## config.mk

```make
export PLATFORM = sky130hd
export DESIGN_NAME = cardDataPacker
export DESIGN_NICKNAME = d
export VERILOG_FILES = /design/src/rtl/cardPackPkg.sv /design/src/rtl/bytePackFifo.sv /design/src/rtl/cardPackData.sv /design/src/rtl/cardPackCtrl.sv /design/src/rtl/cardDataPacker.sv
export SDC_FILE = /design/constraint.sdc
export NUM_CORES = 2
export LEC_CHECK = 0
export ABC_AREA = 1
export BUFFER_PORTS_ARGS = -buffer_cell sky130_fd_sc_hd__buf_2
export CORE_ASPECT_RATIO = 1.2
export CORE_MARGIN = 3
export CORE_UTILIZATION = 40
export CTS_CLUSTER_DIAMETER = 30
export DETAILED_ROUTE_END_ITERATION = 10
export SYNTH_ARGS = -nofsm -noshare
export SYNTH_HDL_FRONTEND = slang
export SYNTH_SLANG_ARGS = --single-unit
```

## constraint.sdc

```tcl
create_clock -name clk -period 3.3 [get_ports clk]
set_input_delay 0.33 -clock clk [delete_from_list [all_inputs] [get_ports clk]]
set_output_delay 0.33 -clock clk [all_outputs]
set_load 0.01 [all_outputs]
```

## src/rtl/cardPackPkg.sv

```systemverilog
package cardPackPkg;
  // Strobes from the control unit to the FIFO datapath
  typedef struct packed {
    logic clearAll;  // new transfer loaded: empty both FIFOs
    logic flushTx;   // discard transmit contents
    logic txPop;     // card took one byte from the transmit FIFO
    logic rxPush;    // card delivered one byte to the receive FIFO
  } fifoStrobeT;
endpackage

```

## src/rtl/bytePackFifo.sv

```systemverilog
// Byte FIFO with up to LANES bytes pushed and popped per cycle.
// DEPTH must be a power of two so the pointers wrap naturally.
module bytePackFifo #(
  parameter int DEPTH = 32,
  parameter int LANES = 4,
  localparam int PW = $clog2(DEPTH),
  localparam int LW = PW + 1,
  localparam int CW = $clog2(LANES) + 1
) (
  input  logic                  clk,
  input  logic                  rstN,
  input  logic                  clear,
  input  logic [CW-1:0]         pushCnt,
  input  logic [LANES-1:0][7:0] pushBytes,
  input  logic [CW-1:0]         popCnt,
  output logic [LANES-1:0][7:0] popBytes,
  output logic [LW-1:0]         level
);
  logic [7:0]    mem [DEPTH];
  logic [PW-1:0] wrPtr;
  logic [PW-1:0] rdPtr;

  always_ff @(posedge clk or negedge rstN) begin
    if (!rstN) begin
      wrPtr <= '0;
      rdPtr <= '0;
      level <= '0;
    end else if (clear) begin
      wrPtr <= '0;
      rdPtr <= '0;
      level <= '0;
    end else begin
      wrPtr <= wrPtr + PW'(pushCnt);
      rdPtr <= rdPtr + PW'(popCnt);
      level <= level + LW'(pushCnt) - LW'(popCnt);
    end
  end

  always_ff @(posedge clk) begin
    if (!clear) begin
      for (int i = 0; i < LANES; i++) begin
        if (CW'(i) < pushCnt) mem[wrPtr + PW'(i)] <= pushBytes[i];
      end
    end
  end

  always_comb begin
    for (int i = 0; i < LANES; i++) popBytes[i] = mem[rdPtr + PW'(i)];
  end


  no_overflow_chk: assert property (@(posedge clk) disable iff (!rstN)
    !clear |-> (LW'(pushCnt) <= LW'(DEPTH) - level));

  no_underflow_chk: assert property (@(posedge clk) disable iff (!rstN)
    LW'(popCnt) <= level);

  level_range_chk: assert property (@(posedge clk) disable iff (!rstN)
    level <= LW'(DEPTH));
endmodule

```

## src/rtl/cardPackData.sv

```systemverilog
// FIFO datapath: width packing of processor accesses into byte FIFOs.
module cardPackData
  import cardPackPkg::*;
#(
  parameter int DEPTH = 32,
  parameter int LANES = 4,
  localparam int BUSW = 8 * LANES,
  localparam int SW = $clog2(LANES),
  localparam int LW = $clog2(DEPTH) + 1,
  localparam int CW = $clog2(LANES) + 1
) (
  input  logic            clk,
  input  logic            rstN,
  input  fifoStrobeT      strb,
  input  logic            cpuWrEn,
  input  logic            cpuRdEn,
  input  logic [SW-1:0]   cpuSize,
  input  logic [BUSW-1:0] cpuWrData,
  output logic [BUSW-1:0] cpuRdData,
  output logic            cpuRdValid,
  output logic [7:0]      cardTxData,
  input  logic [7:0]      cardRxData,
  output logic [LW-1:0]   txLevel,
  output logic [LW-1:0]   rxLevel
);
  logic [CW-1:0]         nBytes;
  logic [LW-1:0]         txFree;
  logic [CW-1:0]         txPushCnt;
  logic [CW-1:0]         txPopCnt;
  logic [CW-1:0]         rxPushCnt;
  logic [CW-1:0]         rxPopCnt;
  logic [LANES-1:0][7:0] txPushBytes;
  logic [LANES-1:0][7:0] txPopBytes;
  logic [LANES-1:0][7:0] rxPushBytes;
  logic [LANES-1:0][7:0] rxPopBytes;
  logic [BUSW-1:0]       rdNext;

  // access width in bytes, codes at or above log2(LANES) select the full bus
  always_comb begin
    if (cpuSize >= SW'(SW)) nBytes = CW'(LANES);
    else                    nBytes = CW'(1) << cpuSize;
  end

  // transmit side: split the write, most significant byte first
  always_comb begin
    txFree = LW'(DEPTH) - txLevel;
    if (!cpuWrEn)                     txPushCnt = '0;
    else if (LW'(nBytes) <= txFree)   txPushCnt = nBytes;
    else                              txPushCnt = CW'(txFree);
    txPushBytes = '0;
    for (int i = 0; i < LANES; i++) begin
      int lane;
      lane = int'(nBytes) - 1 - i;
      if (CW'(i) < nBytes) txPushBytes[i] = cpuWrData[8*lane +: 8];
    end
    txPopCnt = strb.txPop ? CW'(1) : '0;
  end

  // receive side: first byte popped lands in the top lane of the width
  always_comb begin
    if (!cpuRdEn)                     rxPopCnt = '0;
    else if (LW'(nBytes) <= rxLevel)  rxPopCnt = nBytes;
    else                              rxPopCnt = CW'(rxLevel);
    rdNext = '0;
    for (int i = 0; i < LANES; i++) begin
      int lane;
      lane = int'(nBytes) - 1 - i;
      if (CW'(i) < rxPopCnt) rdNext[8*lane +: 8] = rxPopBytes[i];
    end
    rxPushCnt      = strb.rxPush ? CW'(1) : '0;
    rxPushBytes    = '0;
    rxPushBytes[0] = cardRxData;
  end

  bytePackFifo #(.DEPTH(DEPTH), .LANES(LANES)) txFifo (
    .clk       (clk),
    .rstN      (rstN),
    .clear     (strb.clearAll | strb.flushTx),
    .pushCnt   (txPushCnt),
    .pushBytes (txPushBytes),
    .popCnt    (txPopCnt),
    .popBytes  (txPopBytes),
    .level     (txLevel)
  );

  bytePackFifo #(.DEPTH(DEPTH), .LANES(LANES)) rxFifo (
    .clk       (clk),
    .rstN      (rstN),
    .clear     (strb.clearAll),
    .pushCnt   (rxPushCnt),
    .pushBytes (rxPushBytes),
    .popCnt    (rxPopCnt),
    .popBytes  (rxPopBytes),
    .level     (rxLevel)
  );

  assign cardTxData = txPopBytes[0];

  logic unusedTxLanes;
  assign unusedTxLanes = ^txPopBytes[LANES-1:1];

  always_ff @(posedge clk or negedge rstN) begin
    if (!rstN) begin
      cpuRdData  <= '0;
      cpuRdValid <= 1'b0;
    end else begin
      cpuRdValid <= cpuRdEn;
      if (cpuRdEn) cpuRdData <= rdNext;
    end
  end


  full_drop_chk: assert property (@(posedge clk) disable iff (!rstN)
    (cpuWrEn && txLevel == LW'(DEPTH) && !strb.clearAll && !strb.flushTx && !strb.txPop)
      |=> txLevel == LW'(DEPTH));

  rd_zero_empty_chk: assert property (@(posedge clk) disable iff (!rstN)
    (cpuRdEn && rxLevel == '0) |=> cpuRdData == '0);
endmodule

```

## src/rtl/cardPackCtrl.sv

```systemverilog
// Transfer control: remaining count, direction, card handshakes, pulses.
module cardPackCtrl
  import cardPackPkg::*;
#(
  parameter int DEPTH = 32,
  parameter int CNTW = 16,
  localparam int LW = $clog2(DEPTH) + 1
) (
  input  logic            clk,
  input  logic            rstN,
  input  logic            xferLoad,
  input  logic [CNTW-1:0] xferLen,
  input  logic            xferWrite,
  input  logic            flushPart,
  input  logic            cpuWrEn,
  input  logic            cpuRdEn,
  input  logic [LW-1:0]   txLevel,
  input  logic [LW-1:0]   rxLevel,
  output logic            cardTxValid,
  input  logic            cardTxReady,
  input  logic            cardRxValid,
  output logic            cardRxReady,
  output logic            xferActive,
  output fifoStrobeT      strb,
  output logic            txReqSet,
  output logic            txReqClr,
  output logic            rxReqSet,
  output logic            rxReqClr,
  output logic            dataDoneSet,
  output logic            progDoneSet
);
  logic [CNTW-1:0] remain;
  logic            active;
  logic            dirWrite;
  logic            haveRemain;
  logic            txMove;
  logic            rxMove;
  logic            finish;

  always_comb begin
    haveRemain  = (remain != '0);
    cardTxValid = active && dirWrite && haveRemain && (txLevel != '0) && !flushPart && !xferLoad;
    cardRxReady = active && !dirWrite && haveRemain && (rxLevel != LW'(DEPTH)) && !xferLoad;
    txMove      = cardTxValid && cardTxReady;
    rxMove      = cardRxReady && cardRxValid;
    finish      = active && !haveRemain && !xferLoad;

    strb.clearAll = xferLoad;
    strb.flushTx  = flushPart;
    strb.txPop    = txMove;
    strb.rxPush   = rxMove;

    dataDoneSet = finish;
    progDoneSet = finish && dirWrite;
    txReqClr    = cpuWrEn;
    txReqSet    = active && dirWrite && haveRemain && !cpuWrEn;
    rxReqClr    = cpuRdEn;
    rxReqSet    = rxMove && !cpuRdEn;
  end

  always_ff @(posedge clk or negedge rstN) begin
    if (!rstN) begin
      remain   <= '0;
      active   <= 1'b0;
      dirWrite <= 1'b0;
    end else if (xferLoad) begin
      remain   <= xferLen;
      active   <= 1'b1;
      dirWrite <= xferWrite;
    end else if (finish) begin
      active <= 1'b0;
    end else if (txMove || rxMove) begin
      remain <= remain - CNTW'(1);
    end
  end

  assign xferActive = active;


  byte_count_chk: assert property (@(posedge clk) disable iff (!rstN)
    (txMove || rxMove) |=> remain == $past(remain) - CNTW'(1));

  done_idle_chk: assert property (@(posedge clk) disable iff (!rstN)
    dataDoneSet |=> !xferActive);

  dir_excl_chk: assert property (@(posedge clk) disable iff (!rstN)
    !(cardTxValid && cardRxReady));

  req_excl_chk: assert property (@(posedge clk) disable iff (!rstN)
    !(txReqSet && txReqClr) && !(rxReqSet && rxReqClr));
endmodule

```

## src/rtl/cardDataPacker.sv

```systemverilog
// Thin top: control unit drives the FIFO datapath through a strobe struct.
module cardDataPacker
  import cardPackPkg::*;
#(
  parameter int DEPTH = 32,
  parameter int LANES = 4,
  parameter int CNTW = 16,
  localparam int BUSW = 8 * LANES,
  localparam int SW = $clog2(LANES),
  localparam int LW = $clog2(DEPTH) + 1
) (
  input  logic            clk,
  input  logic            rstN,
  input  logic            cpuWrEn,
  input  logic            cpuRdEn,
  input  logic [SW-1:0]   cpuSize,
  input  logic [BUSW-1:0] cpuWrData,
  output logic [BUSW-1:0] cpuRdData,
  output logic            cpuRdValid,
  input  logic            flushPart,
  input  logic            xferLoad,
  input  logic [CNTW-1:0] xferLen,
  input  logic            xferWrite,
  output logic            xferActive,
  output logic            cardTxValid,
  input  logic            cardTxReady,
  output logic [7:0]      cardTxData,
  input  logic            cardRxValid,
  output logic            cardRxReady,
  input  logic [7:0]      cardRxData,
  output logic            txReqSet,
  output logic            txReqClr,
  output logic            rxReqSet,
  output logic            rxReqClr,
  output logic            dataDoneSet,
  output logic            progDoneSet
);
  fifoStrobeT    strb;
  logic [LW-1:0] txLevel;
  logic [LW-1:0] rxLevel;

  cardPackCtrl #(.DEPTH(DEPTH), .CNTW(CNTW)) ctrl (
    .clk         (clk),
    .rstN        (rstN),
    .xferLoad    (xferLoad),
    .xferLen     (xferLen),
    .xferWrite   (xferWrite),
    .flushPart   (flushPart),
    .cpuWrEn     (cpuWrEn),
    .cpuRdEn     (cpuRdEn),
    .txLevel     (txLevel),
    .rxLevel     (rxLevel),
    .cardTxValid (cardTxValid),
    .cardTxReady (cardTxReady),
    .cardRxValid (cardRxValid),
    .cardRxReady (cardRxReady),
    .xferActive  (xferActive),
    .strb        (strb),
    .txReqSet    (txReqSet),
    .txReqClr    (txReqClr),
    .rxReqSet    (rxReqSet),
    .rxReqClr    (rxReqClr),
    .dataDoneSet (dataDoneSet),
    .progDoneSet (progDoneSet)
  );

  cardPackData #(.DEPTH(DEPTH), .LANES(LANES)) data (
    .clk        (clk),
    .rstN       (rstN),
    .strb       (strb),
    .cpuWrEn    (cpuWrEn),
    .cpuRdEn    (cpuRdEn),
    .cpuSize    (cpuSize),
    .cpuWrData  (cpuWrData),
    .cpuRdData  (cpuRdData),
    .cpuRdValid (cpuRdValid),
    .cardTxData (cardTxData),
    .cardRxData (cardRxData),
    .txLevel    (txLevel),
    .rxLevel    (rxLevel)
  );
endmodule

```

Word-level counts from Yosys, hierarchy flattened --
Memories as Yosys holds them, arrays and structs flattened. Cells that the tools add are included.
Operators by class: shifts and indexed selects 13, magnitude comparators 19, reduce and logical (&&, ||, !) cells 31, mux-type cells 62, eq/ne operators 2, $add $sub $neg 27, bitwise logic cells 2
Operator list (number):
- variable shift 8 x 33 -> 32 bit (first input constant) | 4
- indexed part select 8 x 33 -> 32 bit | 4
- 2-to-1 mux 32 bit | 4
- negation 32 -> 33 bit | 3
- bitwise mux 32 bit | 3
- indexed part select 32 x 32 -> 8 bit | 3
- 2-to-1 mux 8 bit | 7
- 2-to-1 mux 16 bit | 3
- 2-to-1 mux 5 bit | 7
- negation 7 -> 33 bit | 1
- AND 32 bit | 1
- indexed part select 32 x 7 -> 8 bit | 1
- 2-to-1 mux 1 bit | 31
- adder 5 x 2 -> 5 bit (second input constant) | 6
- < comparator 1 x 3 -> 1 bit (first input constant) | 8
- < comparator 2 x 3 -> 1 bit (first input constant) | 8
- OR reduction 8 bit | 3
- adder 5 x 3 -> 5 bit | 4
- logical AND 1 bit | 16
- nonzero test 16 bit | 1
- subtractor 16 x 1 -> 16 bit (second input constant) | 1
- adder 5 x 1 -> 5 bit (second input constant) | 3
- 2-to-1 mux 3 bit | 5
- adder 6 x 3 -> 6 bit | 2
- other kinds (17) | 27
Storage, ports and cells: memory bits (writable) 512, output and inout port bits 50, flip-flop bits (word level) 83, logic and storage cells 169, input bits 67, memories kept 2
Memories:
- data.rxFifo.mem | words 32, width 8, rd ports 4, clocked after memory_dff 0, wr ports 1, RTL line bytePackFifo.sv:19 | logic [7:0] mem [DEPTH];
- data.txFifo.mem | words 32, width 8, rd ports 1, clocked after memory_dff 0, wr ports 4, RTL line bytePackFifo.sv:19

Longest topological paths before layout --
word-level depth 15, mapped depth 25, depth with buffers taken out 25

Modules after synthesis --
Synthesis repeated with hierarchy kept, for this count alone.
Unflattened totals: cell total of the unflattened synthesis 9437, area total of the unflattened synthesis 58061.9 sq um
Modules (own cells, without submodules):
- bytePackFifo (data.txFifo) | sequential area each 8087.8 sq um, times used 1, area an instance 26957.1 sq um, cells each 4387
- bytePackFifo (data.rxFifo) | sequential area each 8087.8 sq um, times used 1, area an instance 26654.3 sq um, cells each 4379
- cardPackData | sequential area each 825.8 sq um, times used 1, area an instance 2846.5 sq um, cells each 428
- cardPackCtrl | sequential area each 450.4 sq um, times used 1, area an instance 1604.0 sq um, cells each 243

Worst setup path before layout --
Ideal clock, no wire load.
path kind in2reg, from in cpuSize[1], to mem data.txFifo.mem[12][6], data pin, slack -0.879 ns, path buffers 4, setup time 0.130 ns, required time 3.170 ns, cell stages on the path 18, data arrival time 4.048 ns, path through buf_2 > nor2_1 > inv_2 > buf_2 > clkbuf_1 > ha_1 > xor2_1 > inv_1 > ha_1 > nand2_1 > nor2_1 > inv_1 > nor3_1 > clkbuf_1 > nand3_1 > nand2_1 > nand2_1 > nand2_1
RTL lines:
- from (decl) | RTL line cardDataPacker.sv:16 | input logic [SW-1:0] cpuSize,
- to (decl) | RTL line bytePackFifo.sv:19

Final worst setup path --
from reg data.txFifo.rdPtr[0], to out cardTxData[3]
Between the ends: longest elaborated chain between the ends 1
Ends and longest elaborated chain:
- from (decl) | RTL line bytePackFifo.sv:21 | logic [PW-1:0] rdPtr;
- from (signal assigned) | RTL line bytePackFifo.sv:34 | rdPtr <= rdPtr + PW'(popCnt);
- memory (32 x 8 bit)
- to (decl) | RTL line cardDataPacker.sv:27 | output logic [7:0] cardTxData,
Every way passes these cells.

==> impl_metrics.tcl <==
set metrics [dict create \
    grt_pass1_wl_um 291900 \
    slew_headroom_pct 29.98 \
    antenna_found_initial 4 \
    synth_cells 6406 \
    synth_top_cell_by_area "edfxtp_1" \
    via_count 49330 \
    rsz0062_at_grt "true" \
    crit-reg2reg-launch "data.txFifo.level[1]" \
    period_share_pct 101.5 \
    worstPathArrival_ps 3020 \
    setup_viol 1 \
    timing.rr.end "data.txFifo.mem[23][2]" \
    die_x_um 308.5 \
    endpoint_kind "output pin" \
    status "complete, but fails checks" \
    row_count 132 \
    area_delta_synth_final_pct 30.34 \
    hold_end "data.rxFifo.rdPtr[1]" \
    cts_sinks 595 \
    mostFrequentLayoutCells "2,547 x nand2_1, 670 x nand3_1, 524 x buf_4" \
    synth-xor-area-share_pct 0.3191 \
    hold_violations 0 \
    route.met2.wl_um 93180 \
    power.total_mw 42.23 \
    stdcell_count 8456 \
    start_util_pct 40.48 \
    clk_path_buf_depth 3 \
    die_y_um 369.0 \
    reg2reg_slack_ps 40 \
    gp_congestion 1.031 \
    dr.first_iter.drc_count 6247 \
    hold_path_class "input pin to register" \
    async_flop_share_pct 13.95 \
    synth_top_family_by_area "simple AND/OR/NAND/NOR gates" \
    drt-vias-per-instance 5.834 \
    worst-setup-path-type "register to output pin" \
    syn_avg_cell_area_um2 6.856 \
    grt_max_degree 111 \
    port_buffers 116 \
    met1_length_um 75290 \
    cp.required_ps 2970 \
    fillers 10360 \
    synthSimpleGateAreaFrac_pct 40.73 \
    peakVddDrop_mv 0.8576 \
    seq_area_frac_synth_pct 39.73 \
    fin_skew_ps 42.87 \
    synth_compound_area_share_pct 10.43 \
    grt_pass1_vias 45470 \
    powerDensity_nw_per_um2 737.7 \
    overflow 0 \
    synthDistinctLibCells 51 \
    dieArea_um2 113800 \
    ioPinCount 117 \
    ys_ff_latch 595 \
    synth_warnings 0 \
    timing.final.crit_period_ps 3350 \
    layout-drive-gt1-share_pct 18.90 \
    synthFlopType "edfxtp_1" \
    min_path_cells 3 \
    top_layer_used "met5" \
    syn-num-nets 6527 \
    synth_adder_area_share_pct 1.607 \
    drt-pass1-iter-count 9 \
    grtUsageTotal_pct 34.63 \
    routedWlPerCell_um 24.47 \
    numCtsBuffers 140 \
    clock_latency_ps 770 \
    placed_cells 8095 \
    slew_violations 0 \
    clkTransAtPathRegs_ps 40 \
    ant_nets 0 \
    violations "setup timing" \
    drc 0 \
    syn_area_um2 43920 \
    dpl_cell_area_um2 50040 \
    nets 7051 \
    finalWorstSetupSlack_ps -49.80 \
    final_cell_area_um2 57250 \
    synth_top_cell_area_share_pct 35.00 \
    h-tree-depth 4 \
    worstHoldStart "xferLoad" \
    wl_met3_um 20740 \
    p_leak_nw 25.88 \
    tightest_slew_ps 1046 \
    crit_path_start_kind "register" \
    coreArea_um2 108500 \
    cts_tree "yes" \
    layout_commonest_cell "nand2_1" \
    place_hpwl_um 140400 \
    timing.fmax_mhz 298.5 \
    synth-edff-count 512 \
    ys_top_cells_by_area "edfxtp_1 35%, nand2_1 22%, nand3_1 7.9%" \
    root_buffer "clkbuf_16" \
    maxCapViolations 0 \
    synthMuxAreaShare_pct 0.2051 \
    path_max_fanout 16 \
    drt-total-wl_um 206900 \
    r2r_cells 21 \
]
## synth_stat cells (3+ instances only)
library cell	instances
buf_1	24
nand4_2	4
o221ai_1	43
or2_2	21
and2_1	4
nand2_1	2576
o22ai_1	27
fa_1	4
xor2_1	12
a31oi_1	12
nand4_1	299
edfxtp_1	512
inv_2	48
buf_4	13
o22ai_2	6
xnor2_1	4
clkinv_1	9
nand2_2	19
o21ai_0	466
a21oi_1	73
inv_1	290
nor2_2	30
a32oi_1	6
nor2_1	461
nand3_2	16
o21ai_1	6
buf_2	87
ha_1	50
o21bai_1	3
o21a_1	3
nand3b_1	3
dfrtp_1	83
nor3_1	18
nand3_1	693
nor3_4	6
mux2i_1	9
nor3_2	17
clkbuf_1	297
nor2_4	4
o211ai_1	134
## how the worst max path moves through the flow
stage	slack (ps)	depth (start not counted)	endpoint	from
2_1_floorplan	1	23	data.txFifo.level[5]	cpuSize[1]
3_3_place_gp	-170	23	data.txFifo.level[5]	data.txFifo.level[1]
3_5_place_dp	-120	16	data.txFifo.mem[9][1]	data.txFifo.level[1]
4_1_cts	-3	19	data.txFifo.mem[30][5]	data.txFifo.level[0]
5_1_grt	-100	21	data.txFifo.mem[23][2]	data.txFifo.level[1]
6_report	-50	8	cardTxData[3]	data.txFifo.rdPtr[0]
## area by class of cell
cell class / instances / area (um2) / share of cell area (%)
inverter: 347 / 1346 / 2.352
clock inverter: 97 / 1290 / 2.253
tap: 1407 / 1760 / 3.075
antenna: 3 / 7.507 / 0.01311
sequential: 595 / 17470 / 30.51
timing repair buffer: 804 / 7335 / 12.81
clock buffer: 161 / 3645 / 6.366
multi-input combinational: 5042 / 24400 / 42.62
## metrics by stage
stage	setup slack, ps	TNS [ps]	util [%]	hold WS [ps]
finish	-49.80	-49.80	52.76	85.75
global route	-101.6	-10710	52.75	85.38
CTS	-3.103	-14.84	51.14	31.65
detailed placement	-120.2	-10930	46.12	466.7
global placement	-174.2	-11920	46.12	467.0
floorplan	1.425	0	-	34.41
## state kept, by name (all words and copies together), names as in the netlist
signal,count
data.rxFifo.mem,256
data.rxFifo.wrPtr,5
data.rxFifo.level,6
data.txFifo.rdPtr,5
data.cpuRdValid,1
data.rxFifo.rdPtr,5
data.txFifo.mem,256
ctrl.remain,16
data.cpuRdData,32
ctrl.dirWrite,1
ctrl.xferActive,1
data.txFifo.wrPtr,5
data.txFifo.level,6
## worst max-delay path: stages (launching register included)
cell	delay, ps
dfrtp_4	560
clkinv_8	180
clkbuf_16	220
o21ai_0	350
o221ai_1	160
buf_4	230
nand3_1	180
a32oi_1	150
buf_2	190
## kinds of logic after synthesis
family          count (synthesis)
compound gates                786
xor+xnor                       16
fa+ha+maj                      54
buf+inv                       770
flops                         595
mux                             9
simple gates                 4176
## layer usage
metal	GRT usage, %	vias up
li1	-	22740
met1	41.35	22680
met2	54.90	3051
met3	7.615	855
met4	25.32	4
met5	0	-
## what timing repair did
action | in CTS | in global routing
setup buffers | 10 | 48
endpoints found under the setup margin | 352 | 536
hold buffers | 19 | 0
resized for setup | 56 | 218
pin swaps | 12 | 63
endpoints found under the hold margin | 77 | 0
gates cloned | 1 | 24
## power breakdown
part / total (mW) / internal (mW) / switching (mW) / leakage [nW]
Sequential: 8.90 / 8.62 / 0.283 / 5.70
Clock: 14.5 / 9.70 / 4.80 / 2.38
Combinational: 18.8 / 6.10 / 12.7 / 17.8
Note: power is estimated with default switching activity, not from simulation.
